===== src/rtl/exc_seq_pkg.sv =====
// Shared types and constants for the exception sequencer.
// Assumes a 32-bit machine word for PC, status and frame words.
package exc_seq_pkg;
    localparam int XLEN        = 32;
    localparam int FRAME_WORDS = 3;    // PC, status, meta
    localparam int VEC_SKIP    = 16;   // reserved slots ahead of the vector table
    localparam int MODE_BIT    = 31;   // previous-mode bit inside the meta word

    typedef enum logic [1:0] {
        S_IDLE,
        S_PUSH,
        S_VEC,
        S_POP
    } seq_state_e;
endpackage


===== src/rtl/exc_pending.sv =====
// Pending request register: one sticky bit per exception number.
// Assumes requests are pulses; a set in the same cycle as a clear wins.
module exc_pending #(
    parameter int N_EXC = 8
) (
    input  logic             clk,
    input  logic             rst_n,
    input  logic [N_EXC-1:0] req_i,
    input  logic [N_EXC-1:0] clr_i,
    output logic [N_EXC-1:0] pend_o
);
    logic [N_EXC-1:0] pend_q;

    // Hold each request until the sequencer accepts it.
    always_ff @(posedge clk) begin
        if (!rst_n) pend_q <= '0;
        else        pend_q <= (pend_q & ~clr_i) | req_i;
    end

    assign pend_o = pend_q;
endmodule


===== src/rtl/exc_arbiter.sv =====
// Combinational arbiter: picks the pending exception with the largest
// priority; on equal priority the lowest number wins.
// Assumes priorities arrive packed, line n at bits [n*PRIO_W +: PRIO_W].
module exc_arbiter #(
    parameter int N_EXC  = 8,
    parameter int PRIO_W = 3,
    parameter int ID_W   = 3
) (
    input  logic [N_EXC-1:0]        pend_i,
    input  logic [N_EXC*PRIO_W-1:0] prio_flat_i,
    output logic                    win_vld_o,
    output logic [ID_W-1:0]         win_id_o,
    output logic [PRIO_W-1:0]       win_prio_o
);
    logic [PRIO_W-1:0] prio_arr [N_EXC];

    genvar g;
    generate
        for (g = 0; g < N_EXC; g++) begin : g_unpack
            assign prio_arr[g] = prio_flat_i[g*PRIO_W +: PRIO_W];
        end
    endgenerate

    // Linear scan; strict compare keeps the earliest (lowest) number on ties.
    always_comb begin
        win_vld_o  = 1'b0;
        win_id_o   = '0;
        win_prio_o = '0;
        for (int i = 0; i < N_EXC; i++) begin
            if (pend_i[i] && (!win_vld_o || prio_arr[i] > win_prio_o)) begin
                win_vld_o  = 1'b1;
                win_id_o   = ID_W'(i);
                win_prio_o = prio_arr[i];
            end
        end
    end
endmodule


===== src/rtl/exc_frame_ctrl.sv =====
// Frame sequencer: owns the stack pointer and the memory port.
// Entry: three writes below SP (PC, status, meta), then one vector read.
// Return: three reads upward from SP (meta, status, PC).
// Assumes start_entry_i / start_ret_i are only raised while idle.
module exc_frame_ctrl
    import exc_seq_pkg::*;
#(
    parameter int          PRIO_W   = 3,
    parameter int          ID_W     = 3,
    parameter int          AW       = 32,
    parameter int unsigned SP_TOP   = 32'h100,
    parameter int unsigned SP_LIMIT = 32'hD0
) (
    input  logic              clk,
    input  logic              rst_n,
    input  logic              start_entry_i,
    input  logic              start_ret_i,
    input  logic [ID_W-1:0]   exc_id_i,
    input  logic [PRIO_W-1:0] exc_prio_i,
    input  logic [XLEN-1:0]   cur_pc_i,
    input  logic [XLEN-1:0]   cur_status_i,
    input  logic [PRIO_W-1:0] cur_prio_i,
    input  logic              cur_priv_i,
    input  logic [AW-1:0]     vec_base_i,
    output logic              mem_req_o,
    output logic              mem_we_o,
    output logic [AW-1:0]     mem_addr_o,
    output logic [XLEN-1:0]   mem_wdata_o,
    input  logic              mem_ready_i,
    input  logic [XLEN-1:0]   mem_rdata_i,
    output logic              busy_o,
    output logic              room_o,
    output logic              stacked_o,
    output logic              done_entry_o,
    output logic              done_ret_o,
    output logic [XLEN-1:0]   new_pc_o,
    output logic [PRIO_W-1:0] entry_prio_o,
    output logic [XLEN-1:0]   ret_status_o,
    output logic [PRIO_W-1:0] ret_prio_o,
    output logic              ret_priv_o
);
    localparam logic [AW-1:0] FRAME_BYTES = AW'(FRAME_WORDS * 4);
    localparam logic [AW-1:0] TOP_A       = AW'(SP_TOP);
    localparam logic [AW-1:0] LIM_A       = AW'(SP_LIMIT);
    localparam logic [1:0]    LAST_BEAT   = 2'(FRAME_WORDS - 1);

    seq_state_e        state_q;
    logic [1:0]        beat_q;
    logic [AW-1:0]     sp_q;
    logic [ID_W-1:0]   id_q;
    logic [PRIO_W-1:0] prio_q;
    logic [XLEN-1:0]   sv_pc_q;
    logic [XLEN-1:0]   sv_st_q;
    logic [XLEN-1:0]   sv_meta_q;
    logic [XLEN-1:0]   rd_st_q;
    logic [PRIO_W-1:0] rd_prio_q;
    logic              rd_priv_q;
    logic [XLEN-1:0]   meta_w;
    logic [XLEN-1:0]   push_word;
    logic [AW-1:0]     vec_addr;

    // Pack the previous priority and mode into the meta word.
    always_comb begin
        meta_w                 = '0;
        meta_w[MODE_BIT]       = cur_priv_i;
        meta_w[PRIO_W-1:0]     = cur_prio_i;
    end

    // Select which saved word the current push beat writes.
    always_comb begin
        case (beat_q)
            2'd0:    push_word = sv_pc_q;
            2'd1:    push_word = sv_st_q;
            default: push_word = sv_meta_q;
        endcase
    end

    // Vector slot address: base plus (reserved slots + number) words.
    assign vec_addr = vec_base_i + ((AW'(VEC_SKIP) + AW'(id_q)) << 2);

    // Sequence state, beat counter, stack pointer and captured frame data.
    always_ff @(posedge clk) begin
        if (!rst_n) begin
            state_q   <= S_IDLE;
            beat_q    <= '0;
            sp_q      <= TOP_A;
            id_q      <= '0;
            prio_q    <= '0;
            sv_pc_q   <= '0;
            sv_st_q   <= '0;
            sv_meta_q <= '0;
            rd_st_q   <= '0;
            rd_prio_q <= '0;
            rd_priv_q <= 1'b0;
        end else begin
            case (state_q)
                S_IDLE: begin
                    beat_q <= '0;
                    if (start_entry_i) begin
                        id_q      <= exc_id_i;
                        prio_q    <= exc_prio_i;
                        sv_pc_q   <= cur_pc_i;
                        sv_st_q   <= cur_status_i;
                        sv_meta_q <= meta_w;
                        state_q   <= S_PUSH;
                    end else if (start_ret_i) begin
                        state_q <= S_POP;
                    end
                end
                S_PUSH: begin
                    if (mem_ready_i) begin
                        if (beat_q == LAST_BEAT) begin
                            beat_q  <= '0;
                            state_q <= S_VEC;
                        end else begin
                            beat_q <= beat_q + 2'd1;
                        end
                    end
                end
                S_VEC: begin
                    if (mem_ready_i) begin
                        sp_q    <= sp_q - FRAME_BYTES;
                        state_q <= S_IDLE;
                    end
                end
                S_POP: begin
                    if (mem_ready_i) begin
                        case (beat_q)
                            2'd0: begin
                                rd_prio_q <= mem_rdata_i[PRIO_W-1:0];
                                rd_priv_q <= mem_rdata_i[MODE_BIT];
                            end
                            2'd1:    rd_st_q <= mem_rdata_i;
                            default: ;
                        endcase
                        if (beat_q == LAST_BEAT) begin
                            beat_q  <= '0;
                            sp_q    <= sp_q + FRAME_BYTES;
                            state_q <= S_IDLE;
                        end else begin
                            beat_q <= beat_q + 2'd1;
                        end
                    end
                end
                default: state_q <= S_IDLE;
            endcase
        end
    end

    // Drive the memory port from the state and beat.
    always_comb begin
        mem_req_o   = (state_q != S_IDLE);
        mem_we_o    = (state_q == S_PUSH);
        mem_wdata_o = (state_q == S_PUSH) ? push_word : '0;
        case (state_q)
            S_PUSH:  mem_addr_o = sp_q - ((AW'(beat_q) + AW'(1)) << 2);
            S_VEC:   mem_addr_o = vec_addr;
            S_POP:   mem_addr_o = sp_q + (AW'(beat_q) << 2);
            default: mem_addr_o = '0;
        endcase
    end

    assign busy_o       = (state_q != S_IDLE);
    assign room_o       = (sp_q >= LIM_A + FRAME_BYTES);
    assign stacked_o    = (sp_q != TOP_A);
    assign done_entry_o = (state_q == S_VEC) && mem_ready_i;
    assign done_ret_o   = (state_q == S_POP) && mem_ready_i && (beat_q == LAST_BEAT);
    assign new_pc_o     = mem_rdata_i;
    assign entry_prio_o = prio_q;
    assign ret_status_o = rd_st_q;
    assign ret_prio_o   = rd_prio_q;
    assign ret_priv_o   = rd_priv_q;
endmodule


===== src/rtl/exc_sequencer.sv =====
// Top of the exception sequencer: pending bits, arbitration, the accept
// decision, the overflow flag and the core-facing state (PC, status,
// priority, mode). Assumes a larger priority value is more urgent and
// that the core applies pc_o / status_o on their load pulses.
module exc_sequencer
    import exc_seq_pkg::*;
#(
    parameter int          N_EXC    = 8,
    parameter int          PRIO_W   = 3,
    parameter int          AW       = 32,
    parameter int unsigned SP_TOP   = 32'h100,
    parameter int unsigned SP_LIMIT = 32'hD0
) (
    input  logic                    clk,
    input  logic                    rst_n,
    input  logic [N_EXC-1:0]        exc_req_i,
    input  logic [N_EXC*PRIO_W-1:0] exc_prio_i,
    input  logic [AW-1:0]           vec_base_i,
    input  logic                    ret_req_i,
    input  logic [31:0]             cur_pc_i,
    input  logic [31:0]             cur_status_i,
    output logic                    mem_req_o,
    output logic                    mem_we_o,
    output logic [AW-1:0]           mem_addr_o,
    output logic [31:0]             mem_wdata_o,
    input  logic                    mem_ready_i,
    input  logic [31:0]             mem_rdata_i,
    output logic                    pc_load_o,
    output logic [31:0]             pc_o,
    output logic                    status_load_o,
    output logic [31:0]             status_o,
    output logic [PRIO_W-1:0]       op_prio_o,
    output logic                    priv_o,
    output logic                    busy_o,
    output logic                    ovf_err_o
);
    localparam int ID_W = (N_EXC > 1) ? $clog2(N_EXC) : 1;

    logic [N_EXC-1:0]  pend;
    logic [N_EXC-1:0]  clr;
    logic              win_vld;
    logic [ID_W-1:0]   win_id;
    logic [PRIO_W-1:0] win_prio;
    logic              busy;
    logic              room;
    logic              stacked;
    logic              done_entry;
    logic              done_ret;
    logic [31:0]       new_pc;
    logic [PRIO_W-1:0] entry_prio;
    logic [31:0]       ret_status;
    logic [PRIO_W-1:0] ret_prio;
    logic              ret_priv;
    logic              take_ret;
    logic              eligible;
    logic              accept;
    logic              ovf_set;

    logic [PRIO_W-1:0] op_prio_q;
    logic              priv_q;
    logic [31:0]       pc_q;
    logic [31:0]       status_q;
    logic              pc_load_q;
    logic              status_load_q;
    logic              ovf_q;

    exc_pending #(.N_EXC(N_EXC)) u_pend (
        .clk    (clk),
        .rst_n  (rst_n),
        .req_i  (exc_req_i),
        .clr_i  (clr),
        .pend_o (pend)
    );

    exc_arbiter #(.N_EXC(N_EXC), .PRIO_W(PRIO_W), .ID_W(ID_W)) u_arb (
        .pend_i      (pend),
        .prio_flat_i (exc_prio_i),
        .win_vld_o   (win_vld),
        .win_id_o    (win_id),
        .win_prio_o  (win_prio)
    );

    // Decide between return, entry and overflow while idle; return goes first.
    always_comb begin
        take_ret = ret_req_i && !busy && stacked;
        eligible = win_vld && (win_prio > op_prio_q) && !ovf_q && !busy && !take_ret;
        accept   = eligible && room;
        ovf_set  = eligible && !room;
        clr      = accept ? (N_EXC'(1) << win_id) : '0;
    end

    exc_frame_ctrl #(
        .PRIO_W   (PRIO_W),
        .ID_W     (ID_W),
        .AW       (AW),
        .SP_TOP   (SP_TOP),
        .SP_LIMIT (SP_LIMIT)
    ) u_frame (
        .clk           (clk),
        .rst_n         (rst_n),
        .start_entry_i (accept),
        .start_ret_i   (take_ret),
        .exc_id_i      (win_id),
        .exc_prio_i    (win_prio),
        .cur_pc_i      (cur_pc_i),
        .cur_status_i  (cur_status_i),
        .cur_prio_i    (op_prio_q),
        .cur_priv_i    (priv_q),
        .vec_base_i    (vec_base_i),
        .mem_req_o     (mem_req_o),
        .mem_we_o      (mem_we_o),
        .mem_addr_o    (mem_addr_o),
        .mem_wdata_o   (mem_wdata_o),
        .mem_ready_i   (mem_ready_i),
        .mem_rdata_i   (mem_rdata_i),
        .busy_o        (busy),
        .room_o        (room),
        .stacked_o     (stacked),
        .done_entry_o  (done_entry),
        .done_ret_o    (done_ret),
        .new_pc_o      (new_pc),
        .entry_prio_o  (entry_prio),
        .ret_status_o  (ret_status),
        .ret_prio_o    (ret_prio),
        .ret_priv_o    (ret_priv)
    );

    // Core-facing state: update priority, mode, PC and status at sequence end.
    always_ff @(posedge clk) begin
        if (!rst_n) begin
            op_prio_q     <= '0;
            priv_q        <= 1'b0;
            pc_q          <= '0;
            status_q      <= '0;
            pc_load_q     <= 1'b0;
            status_load_q <= 1'b0;
            ovf_q         <= 1'b0;
        end else begin
            pc_load_q     <= 1'b0;
            status_load_q <= 1'b0;
            if (ovf_set) ovf_q <= 1'b1;
            if (done_entry) begin
                pc_q      <= new_pc;
                op_prio_q <= entry_prio;
                priv_q    <= 1'b1;
                pc_load_q <= 1'b1;
            end else if (done_ret) begin
                pc_q          <= new_pc;
                status_q      <= ret_status;
                op_prio_q     <= ret_prio;
                priv_q        <= ret_priv;
                pc_load_q     <= 1'b1;
                status_load_q <= 1'b1;
            end
        end
    end

    assign busy_o        = busy;
    assign pc_load_o     = pc_load_q;
    assign pc_o          = pc_q;
    assign status_load_o = status_load_q;
    assign status_o      = status_q;
    assign op_prio_o     = op_prio_q;
    assign priv_o        = priv_q;
    assign ovf_err_o     = ovf_q;
endmodule


===== config.mk =====
export PLATFORM = sky130hd
export DESIGN_NAME = exc_sequencer
export DESIGN_NICKNAME = d
export VERILOG_FILES = /design/src/rtl/exc_seq_pkg.sv /design/src/rtl/exc_pending.sv /design/src/rtl/exc_arbiter.sv /design/src/rtl/exc_frame_ctrl.sv /design/src/rtl/exc_sequencer.sv
export SDC_FILE = /design/constraint.sdc
export NUM_CORES = 1
export LEC_CHECK = 0
export ABC_AREA = 1
export BUFFER_PORTS_ARGS = -buffer_cell sky130_fd_sc_hd__buf_2
export CAP_MARGIN = 5
export CORE_MARGIN = 8
export CORE_UTILIZATION = 50
export DETAILED_ROUTE_END_ITERATION = 8
export PLACE_DENSITY = 0.74
export SETUP_SLACK_MARGIN = 0.02
export SLEW_MARGIN = 15
export SYNTH_ARGS = -nofsm -noshare
export SYNTH_HDL_FRONTEND = slang
export SYNTH_HIERARCHICAL = 1
export SYNTH_SLANG_ARGS = --single-unit

===== constraint.sdc =====
create_clock -name clk -period 21.2 [get_ports clk]
set_clock_uncertainty 0.05 [all_clocks]
set_input_delay 1.06 -clock clk [delete_from_list [all_inputs] [get_ports clk]]
set_output_delay 1.06 -clock clk [all_outputs]
set_load 0.005 [all_outputs]

# Yosys cells after proc, flatten, opt, wreduce, memory -nomap -nowiden
# Cells that the tools add are included.
[totals] reg_bits=225 input_bits=164 output_inout_bits=138 elab_cells=156
[op_classes] shifts=1 muxes=50 n_addsub=8 reduce_logical=51 order_cmp=9 bitwise=5 n_eq_ne=13
[op_table] op="2-to-1 mux 32 bit" count=6
[op_table] op="case mux 32 bit (2 select lines)" count=2
[op_table] op="case mux 32 bit (3 select lines)" count=1
[op_table] op="2-to-1 mux 3 bit" count=14
[op_table] op="adder 32 bit" count=1
[op_table] op="adder 32 x 4 -> 32 bit" count=1
[op_table] op="adder 32 x 4 -> 32 bit (second input constant)" count=1
[op_table] op=">= comparator 32 x 8 -> 1 bit (second input constant)" count=1
[op_table] op="!= test 32 x 9 -> 1 bit (second input constant)" count=1
[op_table] op="subtractor 32 bit" count=1
[op_table] op="subtractor 32 x 4 -> 32 bit (second input constant)" count=1
[op_table] op="greater-than comparator 3 bit" count=8
[op_table] op="2-to-1 mux 2 bit" count=11
[op_table] op="logical AND 1 bit" count=18
[op_table] op="2-to-1 mux 1 bit" count=13
[op_table] op="zero test 1 bit" count=11
[op_table] op="bitwise AND 8 bit" count=1
[op_table] op="2-to-1 mux 8 bit" count=1
[op_table] op="!= test 2 x 1 -> 1 bit (second input constant)" count=4
[op_table] op="inverter 8 bit" count=1
[op_table] op="OR 8 bit" count=1
[op_table] op="case mux 2 bit (4 select lines)" count=1
[op_table] op="nonzero test 2 bit" count=4
[op_table] op="left shift 1 x 3 -> 8 bit (first input constant)" count=1
[op_table] op="16 further kinds" count=32

# Logic depth before layout (Yosys ltp)
# Gate-level depths: netlist of the first run.
[depth] ltp_word=39 depth_mapped=76 depth_no_buf=74

# Cells and area by module
# The synthesis of the first run kept the hierarchy.
[by_module_without_submodules] module="exc_frame_ctrl" n_inst=1 area_per_inst_um2=11312.1 cells_per_inst=1949
[by_module_without_submodules] module="exc_sequencer" n_inst=1 area_per_inst_um2=2680.1 cells_per_inst=347
[by_module_without_submodules] module="exc_arbiter" n_inst=1 area_per_inst_um2=963.4 cells_per_inst=173
[by_module_without_submodules] module="exc_pending" n_inst=1 area_per_inst_um2=294.0 cells_per_inst=41

# Least setup slack after synthesis of the first run
# Ideal clock, no wire load.
[synth_timing] path_type="input-to-reg" from="input port exc_prio_i[2]" to="register u_frame.prio_q[0] (netlist: u_frame/entry_prio_o[0])" path_slack_ps=11824 required_ps=21034 stages=72 arrival_time_ps=9210 path_cell_list="nand2_1 > ha_1 > a21oi_1 > nand2_1 > nand2_1 > nand2_1 > nand2_1 > nand2_1 > and2_1 > ha_1 > a21oi_1 > o21ai_0 > nand2_1 > nand2_1 > nand2_1 > inv_1 > nand2_1 > nand2_1 > [... 36 more ...] > a22o_1 > nand2_4 > inv_1 > nand2_1 > nand2_1 > ha_1 > nand3_1 > nand2_1 > nor2_1 > nand2_1 > nor2_1 > inv_1 > nor2_2 > inv_1 > buf_2 > buf_2 > nor2_1 > nor2_1"
[synth_via] elab_chain_len=36 word_cells_on_any_way=49 classes_between="order compare: 8; mux: 15; reduce/logical: 26"
[synth_rtl] item="from (decl)" line_no="exc_sequencer.sv:17" rtl="input logic [N_EXC*PRIO_W-1:0] exc_prio_i,"
[synth_rtl] item="2-to-1 mux 3 bit (*)" line_no="exc_arbiter.sv:30" rtl="if (pend_i[i] && (!win_vld_o || prio_arr[i] > win_prio_o)) begin"
[synth_rtl] item="greater-than comparator 3 bit" line_no="exc_arbiter.sv:30"
[synth_rtl] item="logical OR 1 bit" line_no="exc_arbiter.sv:30"
[synth_rtl] item="logical AND 1 bit" line_no="exc_arbiter.sv:30"
[synth_rtl] item="2-to-1 mux 3 bit or 2-to-1 mux 1 bit (tied branches)" line_no="exc_arbiter.sv:30"
[synth_rtl] item="greater-than comparator 3 bit or zero test 1 bit (tied branches)" line_no="exc_arbiter.sv:30"
[synth_rtl] item="logical OR 1 bit" line_no="exc_arbiter.sv:30"
[synth_rtl] item="logical AND 1 bit" line_no="exc_arbiter.sv:30"
[synth_rtl] item="[... 19 more ...]"
[synth_rtl] item="logical AND 1 bit" line_no="exc_arbiter.sv:30"
[synth_rtl] item="2-to-1 mux 3 bit (*)" line_no="exc_arbiter.sv:30"
[synth_rtl] item="net win_prio[2]" line_no="exc_sequencer.sv:43" rtl="logic [PRIO_W-1:0] win_prio;"
[synth_rtl] item="greater-than comparator 3 bit (*)" line_no="exc_sequencer.sv:86" rtl="eligible = win_vld && (win_prio > op_prio_q) && !ovf_q && !busy && !take_ret;"
[synth_rtl] item="logical AND 1 bit (*) (4 in a row)" line_no="exc_sequencer.sv:86"
[synth_rtl] item="logical AND 1 bit (*)" line_no="exc_sequencer.sv:87" rtl="accept = eligible && room;"
[synth_rtl] item="net accept" line_no="exc_sequencer.sv:56" rtl="logic accept;"
[synth_rtl] item="AND reduction 2 bit (no source line) (*)"
[synth_rtl] item="to (signal assigned)" line_no="exc_frame_ctrl.sv:101" rtl="prio_q <= exc_prio_i;"
[synth_rtl] item="to (decl)" line_no="exc_frame_ctrl.sv:51" rtl="logic [PRIO_W-1:0] prio_q;"
# Mark *: on every way through the listed nets, which the timed path passes. The rest lies on a longest branch.
# A chain may end at the register's enable or synchronous reset.

# Worst setup path in the final report of the first run
[layout_timing] from="input port exc_prio_i[2]" to="register u_frame.sv_pc_q[3]"
[layout_via] elab_chain_len=36 word_cells_on_any_way=49 classes_between="order compare: 8; mux: 15; reduce/logical: 26"
[layout_rtl] item="2-to-1 mux 3 bit (*)" line_no="exc_arbiter.sv:30"
[layout_rtl] item="greater-than comparator 3 bit" line_no="exc_arbiter.sv:30"
[layout_rtl] item="logical OR 1 bit" line_no="exc_arbiter.sv:30"
[layout_rtl] item="logical AND 1 bit" line_no="exc_arbiter.sv:30"
[layout_rtl] item="2-to-1 mux 3 bit or 2-to-1 mux 1 bit (tied branches)" line_no="exc_arbiter.sv:30"
[layout_rtl] item="greater-than comparator 3 bit or zero test 1 bit (tied branches)" line_no="exc_arbiter.sv:30"
[layout_rtl] item="logical OR 1 bit" line_no="exc_arbiter.sv:30"
[layout_rtl] item="logical AND 1 bit" line_no="exc_arbiter.sv:30"
[layout_rtl] item="[... 19 more ...]"
[layout_rtl] item="logical AND 1 bit" line_no="exc_arbiter.sv:30"
[layout_rtl] item="2-to-1 mux 3 bit (*)" line_no="exc_arbiter.sv:30"
[layout_rtl] item="net win_prio[2]" line_no="exc_sequencer.sv:43"
[layout_rtl] item="greater-than comparator 3 bit (*)" line_no="exc_sequencer.sv:86"
[layout_rtl] item="logical AND 1 bit (*) (4 in a row)" line_no="exc_sequencer.sv:86"
[layout_rtl] item="logical AND 1 bit (*)" line_no="exc_sequencer.sv:87"
[layout_rtl] item="net accept" line_no="exc_sequencer.sv:56"
[layout_rtl] item="AND reduction 2 bit (no source line) (*)"
[layout_rtl] item="to (signal assigned)" line_no="exc_frame_ctrl.sv:102" rtl="sv_pc_q <= cur_pc_i;"
[layout_rtl] item="to (decl)" line_no="exc_frame_ctrl.sv:52" rtl="logic [XLEN-1:0] sv_pc_q;"
# Marked as above.

==> results.yml, run 1 <==
clocking:
  postCtsHoldBufs: 0
  cts_sinks: 223
  post-cts-setup-buffer-count: 0
  cts_buffers: 25
  path_clk_slew_ns: 0.06
  cts-htree-levels: 1
  clk_latency_ns: 0.54
  cts_buffer_depth: 3
  cts_tree: "done"
  root_buffer: "clkbuf_16"
  post_cts_resized: 0
place:
  io_buffers: 301
  gp_congestion: 0.936
  dp_hpwl_um: 38800
  dp_cells: 3106
setup_path:
  crit_buf_inv: 8
  crit_path_start_kind: "primary input"
  path_class: "in -> reg"
  crit_path_top_delay_cell: "buf_4"
  cp_slowest_stage_delay_ns: 0.51
  endpoint_kind: "flop"
  critPathMostFrequentCell: "nand2_1"
  required_ns: 21.57
  path_delay_family: "simple AND/OR/NAND/NOR gates"
  worst-endpoint-arrival_ns: 11.36
  cp_max_fo: 75
die:
  core_area_mm2: 0.0303
  die_w_um: 191
  die_y_um: 191
  die-area_mm2: 0.0363
  ioPinCount: 302
  placementRows: 64
  start_util: 0.502
sta:
  tns_ns: 0
  timing.hold.ws_ns: 0.426
  relSlewSlack: 0.280
  hold_viol_final: 0
  rsz0062_at_grt: "no"
  tightest_slew_ns: 1.08
  setup-violations-final: 0
  final_max_slew_viol_count: 0
  fin_crit_sh: 0.518
  clock.fmax_ghz: 0.0910
  min_period_ns: 10.99
grt:
  grt_pass1_vias: 15800
  overflow: 0
  grt_usage: 0.262
  antenna_found_initial: 7
  grt_max_degree: 102
  grt_pass1_wl_um: 79000
synthesis:
  synth.avg_cell_area_um2: 6.08
  yosysSeqAreaShare: 0.293
  synth_ff_type: "dfxtp_1"
  ys_ff_latch: 223
  yosys_warnings: 6
  synth_edf_count: 0
  syn_nets: 2765
  syn_area_mm2: 0.0152
  async_reset_ff_frac: 0
  ys_types: 47
  netlist_instances: 2510
finish:
  post-route-util: 0.577
  syn_to_final_growth_pct: 14.9
  num-nets-final: 2992
  final_common_cell: "nand2_1"
  drive_gt1_frac: 0.144
  register_area_mm2: 0.00446
  fillers: 3120
  final_cells: 3156
  multi_input_area_mm2: 0.00899
  final_cell_mix: "nand2_1 (593), nor2_1 (503), buf_2 (300)"
drt:
  ant_nets: 0
  dr.first_iter.drc_count: 1389
  wl_um: 49700
  wl_per_cell_um: 15.7
  drc: 0
  num_vias: 16400
  first_pass_iters: 6
  via_per_inst: 5.19
power_and_ir_drop:
  ir_drop_mv: 0.0742
  power_frac_seq: 0.231
  p_sw_frac: 0.489
  pwr-share-comb: 0.584
  p_per_area_mw_per_mm2: 130
  p_int_uw: 1170
  clockPowerShare: 0.185
  p_leak_uw: 0.00950
  p_switching_uw: 1120
run_status:
  status: "completed"
min_path:
  hold_class: "reg -> reg"
job:
  cap_viol_max_count: 0
[tightest hold or removal path, cell delays in order, from the launching register on]
cell	delay [ns]
dfxtp_1	0.30
inv_1	0.07
a21oi_1	0.06
[power by group through the flow]
stage | registers (uW) | clock network, uW | logic, uW
after CTS | 526 | 429 | 1320
after global routing | 535 | 450 | 1530
after floorplan | 522 | 0 | 976
after global placement | 533 | 0 | 1290
after detailed placement | 534 | 0 | 1310
final | 527 | 423 | 1330
[cell type report]
type                            count  share of cell area
Tap cell                          396              0.0283
Antenna cell                        5            0.000714
Inverter                          310              0.0664
Timing Repair Buffer              311              0.0904
Multi-Input combinational cell   1866               0.513
Sequential cell                   223               0.255
Clock inverter                     11             0.00600
Clock buffer                       34              0.0399
[worst paths after layout]
| kind | cells past startpoint | slack [ns] | start | to |
|---|---|---|---|---|
| min | 2 | 0.43 | ovf_err_o$_SDFFE_PN0P_ | ovf_err_o$_SDFFE_PN0P_ |
| max | 73 | 10.21 | exc_prio_i[2] | u_frame/sv_pc_q[3]$_SDFFE_PN0P_ |
| max reg2reg | 72 | 10.31 | u_pend/pend_o[0]$_SDFF_PN0_ | u_frame/sv_pc_q[3]$_SDFFE_PN0P_ |
| min reg2reg | 2 | 0.43 | ovf_err_o$_SDFFE_PN0P_ | ovf_err_o$_SDFFE_PN0P_ |
[state kept, by name, summed over array words and instances, names as in the netlist]
name                  cells
op_prio_o                 3
ovf_err_o                 1
pc_load_o                 1
pc_o                     32
priv_o                    1
status_load_o             1
status_o                 32
u_frame/beat_q            2
u_frame/entry_prio_o      3
u_frame/id_q              3
u_frame/ret_prio_o        3
u_frame/ret_priv_o        1
u_frame/ret_status_o     32
u_frame/sp_q             30
u_frame/state_q           2
u_frame/sv_meta_q         4
u_frame/sv_pc_q          32
u_frame/sv_st_q          32
u_pend/pend_o             8
[cell usage after synthesis (13+ instances only)]
cell type / number / area share
nand2_1: 593 / 0.15
clkbuf_1: 35 / 0.0086
nor3_1: 13 / 0.0043
nand3_1: 164 / 0.054
buf_2: 30 / 0.0098
dfxtp_1: 223 / 0.29
xor2_1: 13 / 0.0075
a21oi_1: 125 / 0.041
nor2_1: 503 / 0.12
buf_4: 34 / 0.017
ha_1: 88 / 0.072
nand4_1: 25 / 0.010
inv_1: 300 / 0.074
o21ai_0: 226 / 0.074
[cell families after synthesis]
logic type,count (synthesis),share of synthesized area
XOR/XNOR,16,0.00919
buffers and inverters,421,0.118
adder cells (fa/ha/maj),91,0.0761
AO/OA/AOI/OAI,404,0.140
flip-flops,223,0.293
AND/OR/NAND/NOR,1355,0.364
[metal layers]
layer / routed length, um / part of all wire / GRT usage / vias up
met2: 23000 / 0.46 / 0.441 / 519
met4: 1790 / 0.036 / 0.100 / 4
met3: 3400 / 0.068 / 0.0518 / 106
li1: - / - / - / 8402
met1: 21500 / 0.43 / 0.326 / 7362
met5: 27 / 0.00054 / 0 / -
[metrics by stage]
stage / power (uW) / area [um2] / setup slack, ns
floorplan: 1500 / 15200 / 11.82
global placement: 1820 / 16700 / 10.49
detailed placement: 1850 / 16700 / 9.84
CTS: 2280 / 17500 / 10.37
global route: 2510 / 17500 / 9.17
finish: 2280 / 17500 / 10.21
Power figures use the tool's default switching activity.
==> run 2, diff against run 1 <==
PLACE_DENSITY = 0.77   (was 0.74)
clock period = 10 ns   (was 21.2 ns; I/O delays follow)
==> results.yml, run 2 (synthesized netlist as in run 1, its figures left out) <==
run_status:
  status: "completed"
power_and_ir_drop:
  ir_drop_mv: 0.203
  p_per_area_mw_per_mm2: 286
  p_leak_uw: 0.00961
clocking:
  clk_latency_ns: 0.54
  cts_tree: "done"
  cts_buffers: 24
  cts_buffer_depth: 3
  cts-htree-levels: 1
  cts_sinks: 223
  path_clk_slew_ns: 0.07
  root_buffer: "clkbuf_16"
die:
  core_area_mm2: 0.0303
  die_w_um: 191
  placementRows: 64
  start_util: 0.502
  ioPinCount: 302
  die_y_um: 191
  die-area_mm2: 0.0363
setup_path:
  cp_slowest_stage_delay_ns: 0.38
  crit_path_start_kind: "flop"
  endpoint_kind: "flop"
  setup.worst_path.start: "u_pend/pend_o[0]$_SDFF_PN0_"
  worst-endpoint-arrival_ns: 9.75
  worstReg2RegStart: "u_pend/pend_o[0]$_SDFF_PN0_"
  crit_path_top_delay_cell: "dfxtp_4"
  critPathMostFrequentCell: "nand2_1"
  cp_max_fo: 33
  path_class: "reg -> reg"
  required_ns: 10.38
sta:
  worst_slack_ns: 0.628
  min_period_ns: 9.37
  tns_ns: 0
  tightest_slew_ns: 1.12
  hold_viol_final: 0
  clock.fmax_ghz: 0.107
  relSlewSlack: 0.252
  final_max_slew_viol_count: 0
  setup-violations-final: 0
  fin_crit_sh: 0.937
  timing.hold.ws_ns: 0.127
finish:
  syn_to_final_growth_pct: 17.2
  final_cell_mix: "nand2_1 (586), nor2_1 (500), buf_2 (300)"
  final_common_cell: "nand2_1"
  post-route-util: 0.589
  num-nets-final: 3003
  drive_gt1_frac: 0.155
  stdcell_area_mm2: 0.0179
drt:
  wl_um: 52100
  wl_per_cell_um: 16.5
  drc: 0
  ant_nets: 0
  via_per_inst: 5.36
  first_pass_iters: 5
  num_vias: 16900
  dr.first_iter.drc_count: 1316
grt:
  grt_max_degree: 133
  grt_pass1_wl_um: 80700
  grt_pass1_vias: 16000
  overflow: 0
  grt_usage: 0.266
  antenna_found_initial: 4
job:
  cap_viol_max_count: 0
place:
  dp_hpwl_um: 39000
  gp_congestion: 0.928
  pre_cts_ws_ns: -0.308
  placed_area_mm2: 0.0167
  io_buffers: 301
min_path:
  hold_class: "in -> reg"
  min-delay-start: "cur_status_i[0]"
-- run 2: final timing paths --
path,slack (ns),cells past startpoint,endpoint
worst max-delay path,0.63,71,u_frame/sv_pc_q[9]$_SDFFE_PN0P_
worst max register to register,0.63,71,u_frame/sv_pc_q[9]$_SDFFE_PN0P_
worst min-delay path,0.13,3,u_frame/sv_st_q[0]$_SDFFE_PN0P_
worst min register to register,0.43,2,status_o[2]$_SDFFE_PN0P_
-- run 2: through the flow --
stage	cells	power (uW)
3_5_place_dp	3104	3920
6_report	3163	5120
4_1_cts	3147	4920
3_3_place_gp	3104	3870
5_1_grt	3163	5570
2_1_floorplan	2510	3180
-- run 2: critical path: cells and delay by family, from the launching register on --
family,cells,cell delay [ns]
buffers and inverters,6,0.66
DFF,1,0.38
and+or+nand+nor,44,4.34
AOI/OAI and AO/OA,13,1.66
adders and majority gates,8,2.14
-- run 2: where the power goes --
group	internal (uW)	total, uW	switching, uW
Clock	585	967	382
Combinational	1030	3030	2000
Sequential	1020	1120	98.1
Total	2640	5120	2480
-- run 2: final cells by class --
class                           count  area, um2
Antenna cell                        2       5.00
Clock inverter                     10        181
Inverter                          310       1160
Multi-Input combinational cell   1866       9090
Fill cell                        3016      12500
Tap cell                          396        495
Sequential cell                   223       4470
Clock buffer                       33        684
Timing Repair Buffer              323       1780
-- run 2: layer usage --
| metal | track usage | part of all wire |
|---|---|---|
| met3 | 0.0540 | 0.078 |
| met4 | 0.0811 | 0.029 |
| met5 | 0 | 0.00038 |
| met1 | 0.339 | 0.42 |
| met2 | 0.444 | 0.47 |
-- run 2: repair_timing --
item	4_1_cts	5_1_grt
setup endpoints to repair	74	85
gates cloned	0	6
pin swaps	0	6
resized for setup	6	26
setup buffers	0	8
hold buffers	0	0
